File: src/rtl/rsq_pkg.sv
package rsq_pkg;

    typedef enum logic [1:0] {
        PH_HOLD  = 2'd0,
        PH_DELAY = 2'd1,
        PH_RUN   = 2'd2
    } phase_e;

    typedef struct packed {
        logic int_rst;
        logic por_done;
        logic rd_force;
    } seq_out_t;

    function automatic int unsigned max_u(input int unsigned a, input int unsigned b);
        return (a > b) ? a : b;
    endfunction

endpackage

File: src/rtl/rsq_pin_meter.sv
module rsq_pin_meter #(
    parameter int unsigned MAX_RUN = 2000,
    localparam int unsigned CW = $clog2(MAX_RUN + 1)
) (
    input  logic          clk,
    input  logic          pwr_ok,
    input  logic          rst_pin_n,
    output logic          pin_low,
    output logic [CW-1:0] low_run
);
    localparam logic [CW-1:0] RUN_CAP = CW'(MAX_RUN);

    logic s1, s2;

    always_ff @(posedge clk) begin
        if (!pwr_ok) begin
            s1      <= 1'b1;
            s2      <= 1'b1;
            low_run <= '0;
        end else begin
            s1 <= rst_pin_n;
            s2 <= s1;
            if (!s2) begin
                if (low_run != RUN_CAP) low_run <= low_run + 1'b1;
            end else begin
                low_run <= '0;
            end
        end
    end

    assign pin_low = ~s2;

endmodule

File: src/rtl/rsq_phase_fsm.sv
module rsq_phase_fsm
    import rsq_pkg::*;
#(
    parameter int unsigned POR_MIN_CYC  = 2000,
    parameter int unsigned WARM_MIN_CYC = 200,
    parameter int unsigned OPR_DLY_CYC  = 150,
    parameter int unsigned CW           = 11,
    localparam int unsigned DW = $clog2(OPR_DLY_CYC + 1)
) (
    input  logic          clk,
    input  logic          pwr_ok,
    input  logic          pin_low,
    input  logic [CW-1:0] low_run,
    output seq_out_t      st
);
    localparam logic [CW-1:0] POR_L   = CW'(POR_MIN_CYC);
    localparam logic [CW-1:0] WARM_L  = CW'(WARM_MIN_CYC);
    localparam logic [CW-1:0] WARM_M1 = CW'(WARM_MIN_CYC - 1);
    localparam logic [DW-1:0] DLY_END = DW'(OPR_DLY_CYC - 1);

    phase_e        phase;
    logic [DW-1:0] dly;
    logic          por_done;
    logic          rd_force;
    logic [CW-1:0] need_len;

    assign need_len = por_done ? WARM_L : POR_L;

    always_ff @(posedge clk) begin
        if (!pwr_ok) begin
            phase    <= PH_HOLD;
            dly      <= '0;
            por_done <= 1'b0;
            rd_force <= 1'b0;
        end else begin
            rd_force <= 1'b0;
            unique case (phase)
                PH_HOLD: begin
                    if (!pin_low && (low_run >= need_len)) begin
                        phase <= PH_DELAY;
                        dly   <= '0;
                    end
                end
                PH_DELAY: begin
                    if (pin_low) begin
                        phase <= PH_HOLD;
                    end else if (dly == DLY_END) begin
                        phase    <= PH_RUN;
                        por_done <= 1'b1;
                        rd_force <= 1'b1;
                    end else begin
                        dly <= dly + 1'b1;
                    end
                end
                PH_RUN: begin
                    if (pin_low && (low_run >= WARM_M1)) phase <= PH_HOLD;
                end
                default: phase <= PH_HOLD;
            endcase
        end
    end

    always_comb begin
        st.int_rst  = (phase != PH_RUN);
        st.por_done = por_done;
        st.rd_force = rd_force;
    end

endmodule

File: src/rtl/rsq_wr_gate.sv
module rsq_wr_gate #(
    parameter int unsigned WR_W      = 2,
    parameter int unsigned GUARD_CYC = 625000,
    localparam int unsigned GW = $clog2(GUARD_CYC + 1)
) (
    input  logic            clk,
    input  logic            pwr_ok,
    input  logic            lvlo,
    input  logic [WR_W-1:0] wr_raw,
    output logic [WR_W-1:0] wr_gated
);
    localparam logic [GW-1:0] GUARD_L = GW'(GUARD_CYC);

    logic [GW-1:0]   guard_cnt;
    logic [WR_W-1:0] raw_q;
    logic [WR_W-1:0] pass_q;
    logic            allow;

    always_ff @(posedge clk) begin
        if (!pwr_ok) begin
            guard_cnt <= '0;
            raw_q     <= '0;
            pass_q    <= '0;
        end else begin
            if (guard_cnt != GUARD_L) guard_cnt <= guard_cnt + 1'b1;
            raw_q  <= wr_raw;
            pass_q <= wr_gated;
        end
    end

    assign allow = (guard_cnt == GUARD_L) && !lvlo;

    for (genvar i = 0; i < WR_W; i++) begin : g_bit
        assign wr_gated[i] = wr_raw[i] & (pass_q[i] | (allow & ~raw_q[i]));
    end

endmodule

File: src/rtl/rstseq_wlock.sv
module rstseq_wlock
    import rsq_pkg::*;
#(
    parameter int unsigned POR_MIN_CYC  = 2000,
    parameter int unsigned WARM_MIN_CYC = 200,
    parameter int unsigned OPR_DLY_CYC  = 150,
    parameter int unsigned GUARD_CYC    = 625000,
    parameter int unsigned WR_W         = 2
) (
    input  logic            clk,
    input  logic            pwr_ok,
    input  logic            rst_pin_n,
    input  logic            lvlo,
    input  logic [WR_W-1:0] wr_raw,
    output logic            int_rst,
    output logic            acc_rdy,
    output logic [WR_W-1:0] wr_gated,
    output logic            cfg_load_req,
    output logic            rd_mode_force
);
    localparam int unsigned MAX_RUN = max_u(POR_MIN_CYC, WARM_MIN_CYC);
    localparam int unsigned CW      = $clog2(MAX_RUN + 1);

    logic          pin_low;
    logic [CW-1:0] low_run;
    seq_out_t      st;

    rsq_pin_meter #(.MAX_RUN(MAX_RUN)) u_meter (
        .clk       (clk),
        .pwr_ok    (pwr_ok),
        .rst_pin_n (rst_pin_n),
        .pin_low   (pin_low),
        .low_run   (low_run)
    );

    rsq_phase_fsm #(
        .POR_MIN_CYC  (POR_MIN_CYC),
        .WARM_MIN_CYC (WARM_MIN_CYC),
        .OPR_DLY_CYC  (OPR_DLY_CYC),
        .CW           (CW)
    ) u_fsm (
        .clk     (clk),
        .pwr_ok  (pwr_ok),
        .pin_low (pin_low),
        .low_run (low_run),
        .st      (st)
    );

    rsq_wr_gate #(.WR_W(WR_W), .GUARD_CYC(GUARD_CYC)) u_gate (
        .clk      (clk),
        .pwr_ok   (pwr_ok),
        .lvlo     (lvlo),
        .wr_raw   (wr_raw),
        .wr_gated (wr_gated)
    );

    assign int_rst       = st.int_rst;
    assign acc_rdy       = !st.int_rst && st.por_done;
    assign cfg_load_req  = pwr_ok && !st.por_done;
    assign rd_mode_force = st.rd_force;

endmodule

File: config.mk
export PLATFORM = sky130hd
export DESIGN_NAME = rstseq_wlock
export DESIGN_NICKNAME = d
export VERILOG_FILES = /design/src/rtl/rsq_pkg.sv /design/src/rtl/rsq_pin_meter.sv /design/src/rtl/rsq_phase_fsm.sv /design/src/rtl/rsq_wr_gate.sv /design/src/rtl/rstseq_wlock.sv
export SDC_FILE = /design/constraint.sdc
export NUM_CORES = 1
export LEC_CHECK = 0
export BUFFER_PORTS_ARGS = -buffer_cell sky130_fd_sc_hd__buf_2
export CAP_MARGIN = 20
export CORE_ASPECT_RATIO = 0.6
export CORE_MARGIN = 1.5
export CORE_UTILIZATION = 60
export DETAILED_ROUTE_END_ITERATION = 7
export PLACE_DENSITY = 0.84
export SKIP_CTS_REPAIR_TIMING = 1
export SLEW_MARGIN = 20
export SYNTH_ARGS = -nofsm -noshare
export SYNTH_HDL_FRONTEND = slang
export SYNTH_SLANG_ARGS = --single-unit
File: constraint.sdc
create_clock -name clk -period 3.3 [get_ports clk]
set_input_delay 0.33 -clock clk [delete_from_list [all_inputs] [get_ports clk]]
set_output_delay 0.33 -clock clk [all_outputs]
set_load 0.03 [all_outputs]
==> flow_metrics.env, run 1 <==
export IMPL_fin_crit_sh_pct=87.6
export IMPL_synth_area_per_cell_um2=8.81
export IMPL_gp_congestion=0.860
export IMPL_die_area_mm2=0.00432
export IMPL_root_buffer="clkbuf_8"
export IMPL_p_sw_uw=228
export IMPL_via_per_inst=5.66
export IMPL_seq_area_um2=981
export IMPL_dr_pass1_iters=5
export IMPL_p_int_uw=913
export IMPL_final_setup_viol_count=0
export IMPL_diodes=0
export IMPL_yosysWarnings=0
export IMPL_core_area_mm2=0.00370
export IMPL_finalSetupTns_ns=0
export IMPL_cts_tree="built"
export IMPL_final_net_count=297
export IMPL_power_share_switching_pct=20.0
export IMPL_post_drt_wl_per_cell_um=13.9
export IMPL_portBuffers=11
export IMPL_antenna_left=0
export IMPL_grt_max_degree=25
export IMPL_synth_nets=284
export IMPL_clockBufferDepth=2
export IMPL_fp_dieW_um=83.8
export IMPL_status="complete, no violations"
export IMPL_drcViolationCount=0
export IMPL_h_tree_depth=2
export IMPL_crit_type="reg2out"
export IMPL_yosys_register_bits=49
export IMPL_synth_async_reset_ratio_pct=0
export IMPL_hold_path_class="in2reg"
export IMPL_worstPathMaxFanout=7
export IMPL_pwr_share_clk_pct=44.4
export IMPL_powerDensity_mw_per_mm2=440
export IMPL_grt_pass1_vias=1628
export IMPL_worstHoldStart="rst_pin_n"
export IMPL_fillers=295
export IMPL_wirelength_um=4570
export IMPL_endpoint_kind="primary output"
export IMPL_cts_reportedPaths_clkPinSlew_ns=0.09
export IMPL_grtUsageTotal_pct=23.4
export IMPL_synth_edf_count=0
export IMPL_grt_antenna_before_repair=0
export IMPL_slew_headroom_pct=43.3
export IMPL_drv_cap=0
export IMPL_drt_iter0_drc=128
export IMPL_die_h_um=51.5
export IMPL_grt_setup_unrepaired="no"
export IMPL_finalNonFillerCells=328
export IMPL_overflow=0
export IMPL_finalHoldViolations=0
export IMPL_power_leakage_uw=0.000960
export IMPL_ios=12
export IMPL_cts_made_buffers=5
export IMPL_place_hpwl_um=3350
export IMPL_grt_pass1_wl_um=7830
export IMPL_placementRows=17
export IMPL_vias=1856
export IMPL_layout_drive_gt1_share_pct=9.25
export IMPL_cp_arrival_ns=2.56
export IMPL_startpoint="u_gate.guard_cnt[2]$_SDFFE_PN0P_"
export IMPL_power_frac_comb_pct=2.8
export IMPL_tightest_slew_ns=0.844
export IMPL_r2r_start="u_gate.guard_cnt[2]$_SDFFE_PN0P_"
export IMPL_max_freq_mhz=346
export IMPL_area_growth_pct=10.2
export IMPL_pwr_share_seq_pct=52.8
export IMPL_post_route_min_period_ns=2.89
export IMPL_syn_area_mm2=0.00235
export IMPL_clock_sinks=49
export IMPL_ys_seq_area_share_pct=41.7
export IMPL_irDropWorstVdd_v=0.000379
export IMPL_skew_ns=0.0135
export IMPL_placed_cells=320
export IMPL_initial_utilization_pct=63.6
export IMPL_slew_viol_final=0
export IMPL_worst_endpoint_required_ns=2.97
export IMPL_cp_start_kind="flip-flop"
export IMPL_synth_cells=267
export IMPL_yosysUniqueCellTypes=43
export IMPL_yosys_most_used_dff="dfxtp_1"
export IMPL_clock_latency_ns=0.31
export IMPL_multiInputGateArea_mm2=0.00131
[sequential cells by signal, indices dropped and copies added (netlist names)]
name and cells:
u_fsm.rd_force 1, u_gate.raw_q 2, u_meter.s2 1, u_fsm.dly 8, u_meter.low_run 11, u_fsm.phase 2
u_fsm.por_done 1, u_gate.pass_q 2, u_gate.guard_cnt 20, u_meter.s1 1
[per-layer routing]
metal	share of wire, %	GRT usage (%)
met1	54	36.5
met5	0	0
met3	7.0	5.40
met2	38	31.2
met4	1.2	7.92
[cells in the final DEF (no fill, tap or decap), types with 11 or more instances in the layout]
cell,Yosys,routed
dfxtp_1,49,49
nor2_1,36,36
nand3_1,19,19
nand2_1,18,18
xor2_1,17,17
ha_1,11,11
buf_2,0,11
[Yosys cell counts, types with 2 or more instances]
master | count | area (um2)
a211o_1 | 3 | 26.3
a21o_1 | 2 | 15.0
a21oi_1 | 6 | 30.0
a31oi_1 | 3 | 18.8
and2_1 | 5 | 31.3
and2b_1 | 2 | 15.0
and3_1 | 4 | 25.0
and4_1 | 2 | 17.5
clkbuf_1 | 7 | 26.3
dfxtp_1 | 49 | 981
ha_1 | 11 | 138
inv_1 | 8 | 30.0
mux2i_1 | 3 | 30.0
nand2_1 | 18 | 67.6
nand2b_1 | 7 | 43.8
nand3_1 | 19 | 95.1
nand4_1 | 8 | 50.1
nand4b_1 | 2 | 17.5
nor2_1 | 36 | 135
nor2b_1 | 5 | 31.3
nor3_1 | 8 | 40.0
nor3b_1 | 6 | 45.0
nor4_1 | 3 | 18.8
nor4b_1 | 4 | 35.0
o21ai_0 | 4 | 20.0
or3_1 | 2 | 12.5
xnor2_1 | 8 | 70.1
xor2_1 | 17 | 149
[critical path: stages (launching register included)]
cell and delay (ns):
dfxtp_1 0.37, or4b_1 0.52, or3_4 0.35, nor4_4 0.49, a21oi_1 0.17, nor2b_1 0.15
buf_2 0.20
[power by group through the flow]
stage | registers [uW] | logic, uW | clock network, uW
after floorplan | 614 | 22.7 | 0
after global placement | 615 | 31.1 | 0
after detailed placement | 616 | 32.1 | 0
after CTS | 602 | 32.2 | 521
after global routing | 603 | 35.3 | 550
final | 602 | 31.9 | 507
[worst paths after layout]
check,end,slack (ns),cells past startpoint
worst min register to register,u_meter.s2$_SDFF_PN1_,0.42,1
worst min-delay path,u_meter.s1$_SDFF_PN1_,0.20,2
worst max-delay path,wr_gated[1],0.41,6
worst max register to register,u_gate.pass_q[1]$_SDFF_PN0_,1.12,5
[cells by family (layout without fill, tap and decap cells)]
kind of cell / after synthesis / after routing / share of synthesized area (%)
simple gates: 137 / 137 / 31.7
mux: 3 / 3 / 1.28
fa+ha+maj: 11 / 11 / 5.85
buf+inv: 16 / 30 / 2.55
xor+xnor: 25 / 25 / 9.31
compound gates: 26 / 26 / 7.61
flops: 49 / 49 / 41.7
[final cells by class]
class / instances / share of cell area (%)
Multi-Input combinational cell: 202 / 50.6
Clock inverter: 3 / 2.65
Inverter: 9 / 1.30
Clock buffer: 5 / 2.65
Sequential cell: 49 / 37.8
Timing Repair Buffer: 13 / 2.70
Tap cell: 47 / 2.27
[through the flow]
step / cell area, um2 / util [%] / total power (uW) / hold WS, ns / setup WS, ns
after floorplan: 2350 / - / 637 / 0.386 / 0.787
after global placement: 2450 / 66.3 / 647 / 0.388 / 0.829
after detailed placement: 2450 / 66.3 / 648 / 0.399 / 0.757
after CTS: 2590 / 70.0 / 1160 / 0.191 / 0.389
after global routing: 2590 / 70.0 / 1190 / 0.203 / 0.251
final: 2590 / 70.0 / 1140 / 0.198 / 0.408
Power figures use the tool's default switching activity.
==> run 2: changes to the inputs <==
==> constraint.sdc (replaced) <==
create_clock -name clk -period 3.3 [get_ports clk]
set_input_delay 0.495 -clock clk [delete_from_list [all_inputs] [get_ports clk]]
set_output_delay 0.495 -clock clk [all_outputs]
set_load 0.03 [all_outputs]
==> run 2 against run 1 <==
Compared with the run above: register-to-register slack worse by 0.04 ns; critical path depth stayed put; die area stayed put; first-iteration DRC count is 47% higher.
==> flow_metrics.env, run 2 (synthesized netlist as in run 1, its figures left out) <==
export IMPL_status="complete, no violations"
export IMPL_diodes=0
export IMPL_gp_congestion=0.911
export IMPL_grt_pass1_wl_um=8130
export IMPL_r2r_start="u_fsm.por_done$_SDFFE_PN0P_"
export IMPL_timing_rr_end="u_fsm.dly[7]$_SDFFE_PN0P_"
export IMPL_reg_top3="u_gate.guard_cnt (20), u_meter.low_run (11), u_fsm.dly (8)"
export IMPL_initial_utilization_pct=63.6
export IMPL_cp_slowest_stage_delay_ns=0.53
export IMPL_tightest_slew_ns=0.865
export IMPL_final_net_count=298
export IMPL_die_h_um=51.5
export IMPL_grt_setup_unrepaired="no"
export IMPL_post_drt_wl_per_cell_um=14.3
export IMPL_power_leakage_uw=0.000948
export IMPL_root_buffer="clkbuf_8"
export IMPL_wirelength_um=4690
export IMPL_vias=1900
export IMPL_fp_dieW_um=83.8
export IMPL_slew_headroom_pct=41.9
export IMPL_path_cells="or4b_1 -> or3_4 -> nor4_4 -> a21oi_1 -> nor2b_1 -> buf_2"
export IMPL_drcViolationCount=0
export IMPL_reg2reg_depth=6
export IMPL_worst_endpoint_required_ns=2.80
export IMPL_post_route_min_period_ns=2.83
export IMPL_cts_tree="built"
export IMPL_grt_max_degree=25
export IMPL_dr_pass1_iters=4
export IMPL_clock_sinks=49
export IMPL_slew_viol_final=0
export IMPL_worstHoldStart="rst_pin_n"
export IMPL_powerDensity_mw_per_mm2=391
export IMPL_crit_type="reg2out"
export IMPL_fin_crit_sh_pct=85.7
export IMPL_clock_latency_ns=0.30
export IMPL_top_register="u_gate.guard_cnt"
export IMPL_placementRows=17
export IMPL_crit_slowest_cell="or4b_1"
export IMPL_largest_reg_flops=20
export IMPL_multiInputGateArea_mm2=0.00131
export IMPL_portBuffers=11
export IMPL_critPathBufInv=1
export IMPL_cts_made_buffers=5
export IMPL_irDropWorstVdd_v=0.000247
export IMPL_place_hpwl_um=3490
export IMPL_die_area_mm2=0.00432
export IMPL_overflow=0
export IMPL_worstPathMaxFanout=7
export IMPL_endpoint_kind="primary output"
export IMPL_skew_ns=0.00386
export IMPL_final_setup_viol_count=0
export IMPL_layout_drive_gt1_share_pct=9.57
export IMPL_drv_cap=0
export IMPL_via_per_inst=5.78
export IMPL_fillers=286
export IMPL_drt_iter0_drc=188
export IMPL_layout_commonest_cell="dfxtp_1"
export IMPL_grt_pass1_vias=1671
export IMPL_cp_start_kind="flip-flop"
export IMPL_clockBufferDepth=2
export IMPL_cts_reportedPaths_clkPinSlew_ns=0.09
export IMPL_reg2reg_slack_ns=1.08
export IMPL_finalHoldViolations=0
export IMPL_finalSetupTns_ns=0
export IMPL_max_freq_mhz=354
export IMPL_h_tree_depth=2
export IMPL_grt_antenna_before_repair=0
export IMPL_post_route_util_pct=69.1
export IMPL_cp_arrival_ns=2.33
export IMPL_seq_area_um2=981
export IMPL_holdPathEnd="u_meter.s1$_SDFF_PN1_"
export IMPL_hold_depth=2
export IMPL_mostFrequentLayoutCells="49 x dfxtp_1, 36 x nor2_1, 19 x nand3_1"
export IMPL_hold_path_class="in2reg"
export IMPL_area_growth_pct=8.78
export IMPL_core_area_mm2=0.00370
export IMPL_ios=12
export IMPL_antenna_left=0
export IMPL_grtUsageTotal_pct=24.1
export IMPL_critPathTopFamily="simple AND/OR/NAND/NOR gates"
[run 2: report_power, final]
part	total [uW]	leakage, uW	switching, uW	internal, uW
Clock	367	0.0000512	197	170
Combinational	31.3	0.000500	19.5	11.7
Sequential	602	0.000396	5.65	597
Total	1000	0.000948	222	778
[run 2: layout make-up]
cell class / instances / area share, %
repair buffers: 14 / 3.03
flip-flops and latches: 49 / 38.3
clock buffers: 6 / 3.23
well taps: 47 / 2.30
multi-input cells: 202 / 51.2
clock inverters: 2 / 0.538
inverters: 9 / 1.32
[run 2: routing by layer]
metal,GRT usage [%],part of all wire [%],up-vias
met4,6.01,0.55,0
li1,-,-,964
met3,7.46,8.3,4
met2,31.5,38,67
met5,0,0,-
met1,37.8,53,865
[run 2: worst max-delay path by stage]
stage / start / to / slack, ns / cells past startpoint
final: u_gate.guard_cnt[2]$_SDFFE_PN0P_ / wr_gated[1] / 0.47 / 6
after global routing: u_gate.guard_cnt[2]$_SDFFE_PN0P_ / wr_gated[0] / 0.32 / 6
after CTS: u_gate.guard_cnt[2]$_SDFFE_PN0P_ / wr_gated[0] / 0.47 / 6
after detailed placement: u_gate.guard_cnt[2]$_SDFFE_PN0P_ / wr_gated[0] / 0.81 / 6
after global placement: u_gate.guard_cnt[2]$_SDFFE_PN0P_ / wr_gated[0] / 0.84 / 6
after floorplan: u_gate.guard_cnt[2]$_SDFFE_PN0P_ / wr_gated[0] / 0.62 / 5
[run 2: through the flow]
stage	total power (uW)	instance area (um2)	setup slack, ns	hold WS (ns)	std cells
2_1_floorplan	637	2350	0.622	0.386	267
3_3_place_gp	647	2460	0.837	0.388	321
3_5_place_dp	647	2460	0.806	0.401	321
4_1_cts	1010	2560	0.468	0.374	329
5_1_grt	1040	2560	0.323	0.384	329
6_report	1000	2560	0.473	0.375	329
==> run 3: changes to the inputs <==
Settings changed: CAP_MARGIN 20 to default, CORE_MARGIN 1.5 to 2, SYNTH_HIERARCHICAL from default to 1.
==> run 3 against run 2 <==
Compared with the run above: sequential share of layout area down 1.8 points; wire length up 11%; via count up 15%; clock-buffer cell count down 1; total power down 1.6%; critical path depth up 1; maximum frequency down 0.34%; register-to-register slack worse by 0.13 ns; sequential power about the same; die area up 10%; highest routed layer unchanged; global-route usage about the same; worst setup slack worse by 0.0098 ns.
==> flow_metrics.env, run 3 <==
export IMPL_status="complete, no violations"
export IMPL_pwr_share_clk_pct=35.2
export IMPL_skew_ns=0.00756
export IMPL_irDropWorstVdd_v=0.000279
export IMPL_crit_type="reg2out"
export IMPL_reg2reg_depth=7
export IMPL_die_h_um=54.2
export IMPL_yosys_most_used_dff="dfxtp_1"
export IMPL_endpoint_kind="primary output"
export IMPL_finalNonFillerCells=363
export IMPL_reg2reg_slack_ns=0.95
export IMPL_pwr_share_seq_pct=61.2
export IMPL_timing_rr_end="u_fsm/dly[7]$_SDFFE_PN0P_"
export IMPL_yosysMostFrequentCell="dfxtp_1"
export IMPL_synth_nets=309
export IMPL_cp_arrival_ns=2.34
export IMPL_powerDensity_mw_per_mm2=367
export IMPL_drcViolationCount=0
export IMPL_p_int_uw=756
export IMPL_yosysUniqueCellTypes=56
export IMPL_clock_latency_ns=0.30
export IMPL_synth_edf_count=0
export IMPL_cts_reportedPaths_clkPinSlew_ns=0.09
export IMPL_synth_compound_area_share_pct=14.7
export IMPL_placementRows=18
export IMPL_r2r_start="u_meter/low_run[3]$_SDFFE_PP0P_"
export IMPL_largest_reg_flops=20
export IMPL_crit_slowest_cell="or4_1"
export IMPL_overflow=0
export IMPL_initial_utilization_pct=61.8
export IMPL_critPathTopFamily="simple AND/OR/NAND/NOR gates"
export IMPL_hold_depth=2
export IMPL_power_share_switching_pct=23.2
export IMPL_top_register="u_gate/guard_cnt"
export IMPL_p_sw_uw=229
export IMPL_synthTopCellsByArea="dfxtp_1 39%, ha_1 5.5%, nand2_1 4.6%"
export IMPL_final_setup_viol_count=0
export IMPL_synthTopCellsByCount="49 x dfxtp_1, 31 x nand2_1, 20 x nor2_1"
export IMPL_multiInputGateArea_mm2=0.00143
export IMPL_fp_dieW_um=87.7
export IMPL_vias=2185
export IMPL_syn_area_mm2=0.00252
export IMPL_layout_drive_gt1_share_pct=9.57
export IMPL_dr_pass1_iters=5
export IMPL_post_drt_wl_per_cell_um=14.3
export IMPL_cp_start_kind="flip-flop"
export IMPL_placed_cells=355
export IMPL_h_tree_depth=2
export IMPL_mostFrequentLayoutCells="49 x dfxtp_1, 31 x nand2_1, 20 x nor2_1"
export IMPL_gp_congestion=0.843
export IMPL_drt_iter0_drc=143
export IMPL_reg_top3="u_gate/guard_cnt (20), u_meter/low_run (11), u_fsm/dly (8)"
export IMPL_synth_area_per_cell_um2=8.63
export IMPL_synth_cells=292
export IMPL_hold_path_class="in2reg"
export IMPL_path_cells="inv_1 -> ha_1 -> nor4bb_1 -> nand2_1 -> or4_1 -> o21ai_0 -> buf_2"
export IMPL_cts_tree="built"
export IMPL_final_net_count=319
export IMPL_place_hpwl_um=3730
export IMPL_via_per_inst=6.02
export IMPL_area_growth_pct=6.45
export IMPL_synthXorXnorAreaFrac_pct=4.17
export IMPL_synth_top_family_by_area="simple AND/OR/NAND/NOR gates"
export IMPL_grt_pass1_wl_um=8900
export IMPL_max_freq_mhz=353
export IMPL_cp_slowest_stage_delay_ns=0.64
export IMPL_synth_fa_ha_area_share_pct=5.46
export IMPL_grt_pass1_vias=1934
export IMPL_holdPathEnd="u_meter/s1$_SDFF_PN1_"
export IMPL_worstPathMaxFanout=7
export IMPL_diodes=0
export IMPL_synthSimpleGateAreaFrac_pct=30.6
export IMPL_tightest_slew_ns=0.518
export IMPL_drv_cap=0
export IMPL_ios=12
export IMPL_root_buffer="clkbuf_8"
export IMPL_portBuffers=11
export IMPL_fillers=332
export IMPL_worst_endpoint_required_ns=2.80
export IMPL_layout_commonest_cell="dfxtp_1"
export IMPL_seq_area_um2=981
export IMPL_cts_made_buffers=5
export IMPL_finalSetupTns_ns=0
export IMPL_synth_async_reset_ratio_pct=0
export IMPL_clockBufferDepth=2
export IMPL_fin_crit_sh_pct=85.9
export IMPL_worstHoldStart="rst_pin_n"
export IMPL_power_leakage_uw=0.000953
export IMPL_yosys_area_top_type_share_pct=38.9
export IMPL_yosys_register_bits=49
export IMPL_grtUsageTotal_pct=24.2
export IMPL_critPathBufInv=2
export IMPL_post_route_util_pct=65.8
export IMPL_post_route_min_period_ns=2.84
export IMPL_core_area_mm2=0.00408
export IMPL_yosysWarnings=6
export IMPL_slew_headroom_pct=65.5
export IMPL_slew_viol_final=0
export IMPL_grt_max_degree=22
export IMPL_wirelength_um=5190
export IMPL_ys_seq_area_share_pct=38.9
export IMPL_power_frac_comb_pct=3.6
export IMPL_clock_sinks=49
export IMPL_grt_antenna_before_repair=0
export IMPL_finalHoldViolations=0
export IMPL_die_area_mm2=0.00475
export IMPL_grt_setup_unrepaired="no"
export IMPL_synth_area_leader_cell="dfxtp_1"
export IMPL_synth_mux_area_share_pct=1.99
export IMPL_antenna_left=0
run 3: how the worst max path moves through the flow:
| stage | cells after the start | slack [ns] | from | endpoint |
|---|---|---|---|---|
| 6_report | 7 | 0.46 | u_gate/guard_cnt[0]$_SDFFE_PN0P_ | wr_gated[1] |
| 5_1_grt | 7 | 0.30 | u_gate/guard_cnt[0]$_SDFFE_PN0P_ | wr_gated[0] |
| 4_1_cts | 4 | 0.47 | u_gate/guard_cnt[4]$_SDFFE_PN0P_ | wr_gated[1] |
| 3_5_place_dp | 4 | 0.80 | u_gate/guard_cnt[4]$_SDFFE_PN0P_ | wr_gated[1] |
| 3_3_place_gp | 4 | 0.83 | u_gate/guard_cnt[4]$_SDFFE_PN0P_ | wr_gated[0] |
| 2_1_floorplan | 5 | 0.53 | u_gate/guard_cnt[4]$_SDFFE_PN0P_ | wr_gated[0] |
run 3: metrics by stage:
stage	power, uW	cell area [um2]	setup WS, ns	hold slack [ns]
after global routing	1020	2680	0.303	0.370
after floorplan	639	2520	0.534	0.386
after global placement	651	2600	0.831	0.392
after detailed placement	652	2600	0.805	0.391
final	985	2680	0.464	0.370
after CTS	991	2680	0.475	0.361
run 3: cells by family (layout without fill, tap and decap cells):
kind of cell / after synthesis / in the layout
flops: 49 / 49
mux: 5 / 5
simple gates: 137 / 137
xor+xnor: 12 / 12
fa+ha+maj: 11 / 11
buf+inv: 22 / 33
compound gates: 56 / 56
run 3: final cells by class:
type	count	area share, %
Inverter	14	1.96
Clock buffer	5	2.56
Multi-Input combinational cell	221	53.4
Sequential cell	49	36.6
Timing Repair Buffer	11	2.05
Tap cell	60	2.80
Clock inverter	3	0.653
run 3: power groups by stage:
stage	clock, uW	combinational, uW	sequential (uW)
after floorplan	0	24.1	615
after global placement	0	35.0	616
after detailed placement	0	35.5	617
after CTS	353	35.6	603
after global routing	374	41.1	604
final	346	35.7	603
run 3: layer usage:
layer  GRT usage (%)  wire [um]
met1            36.3       2710
met2            34.5       2060
met3            4.83        329
met4            8.46         86
met5               0          0
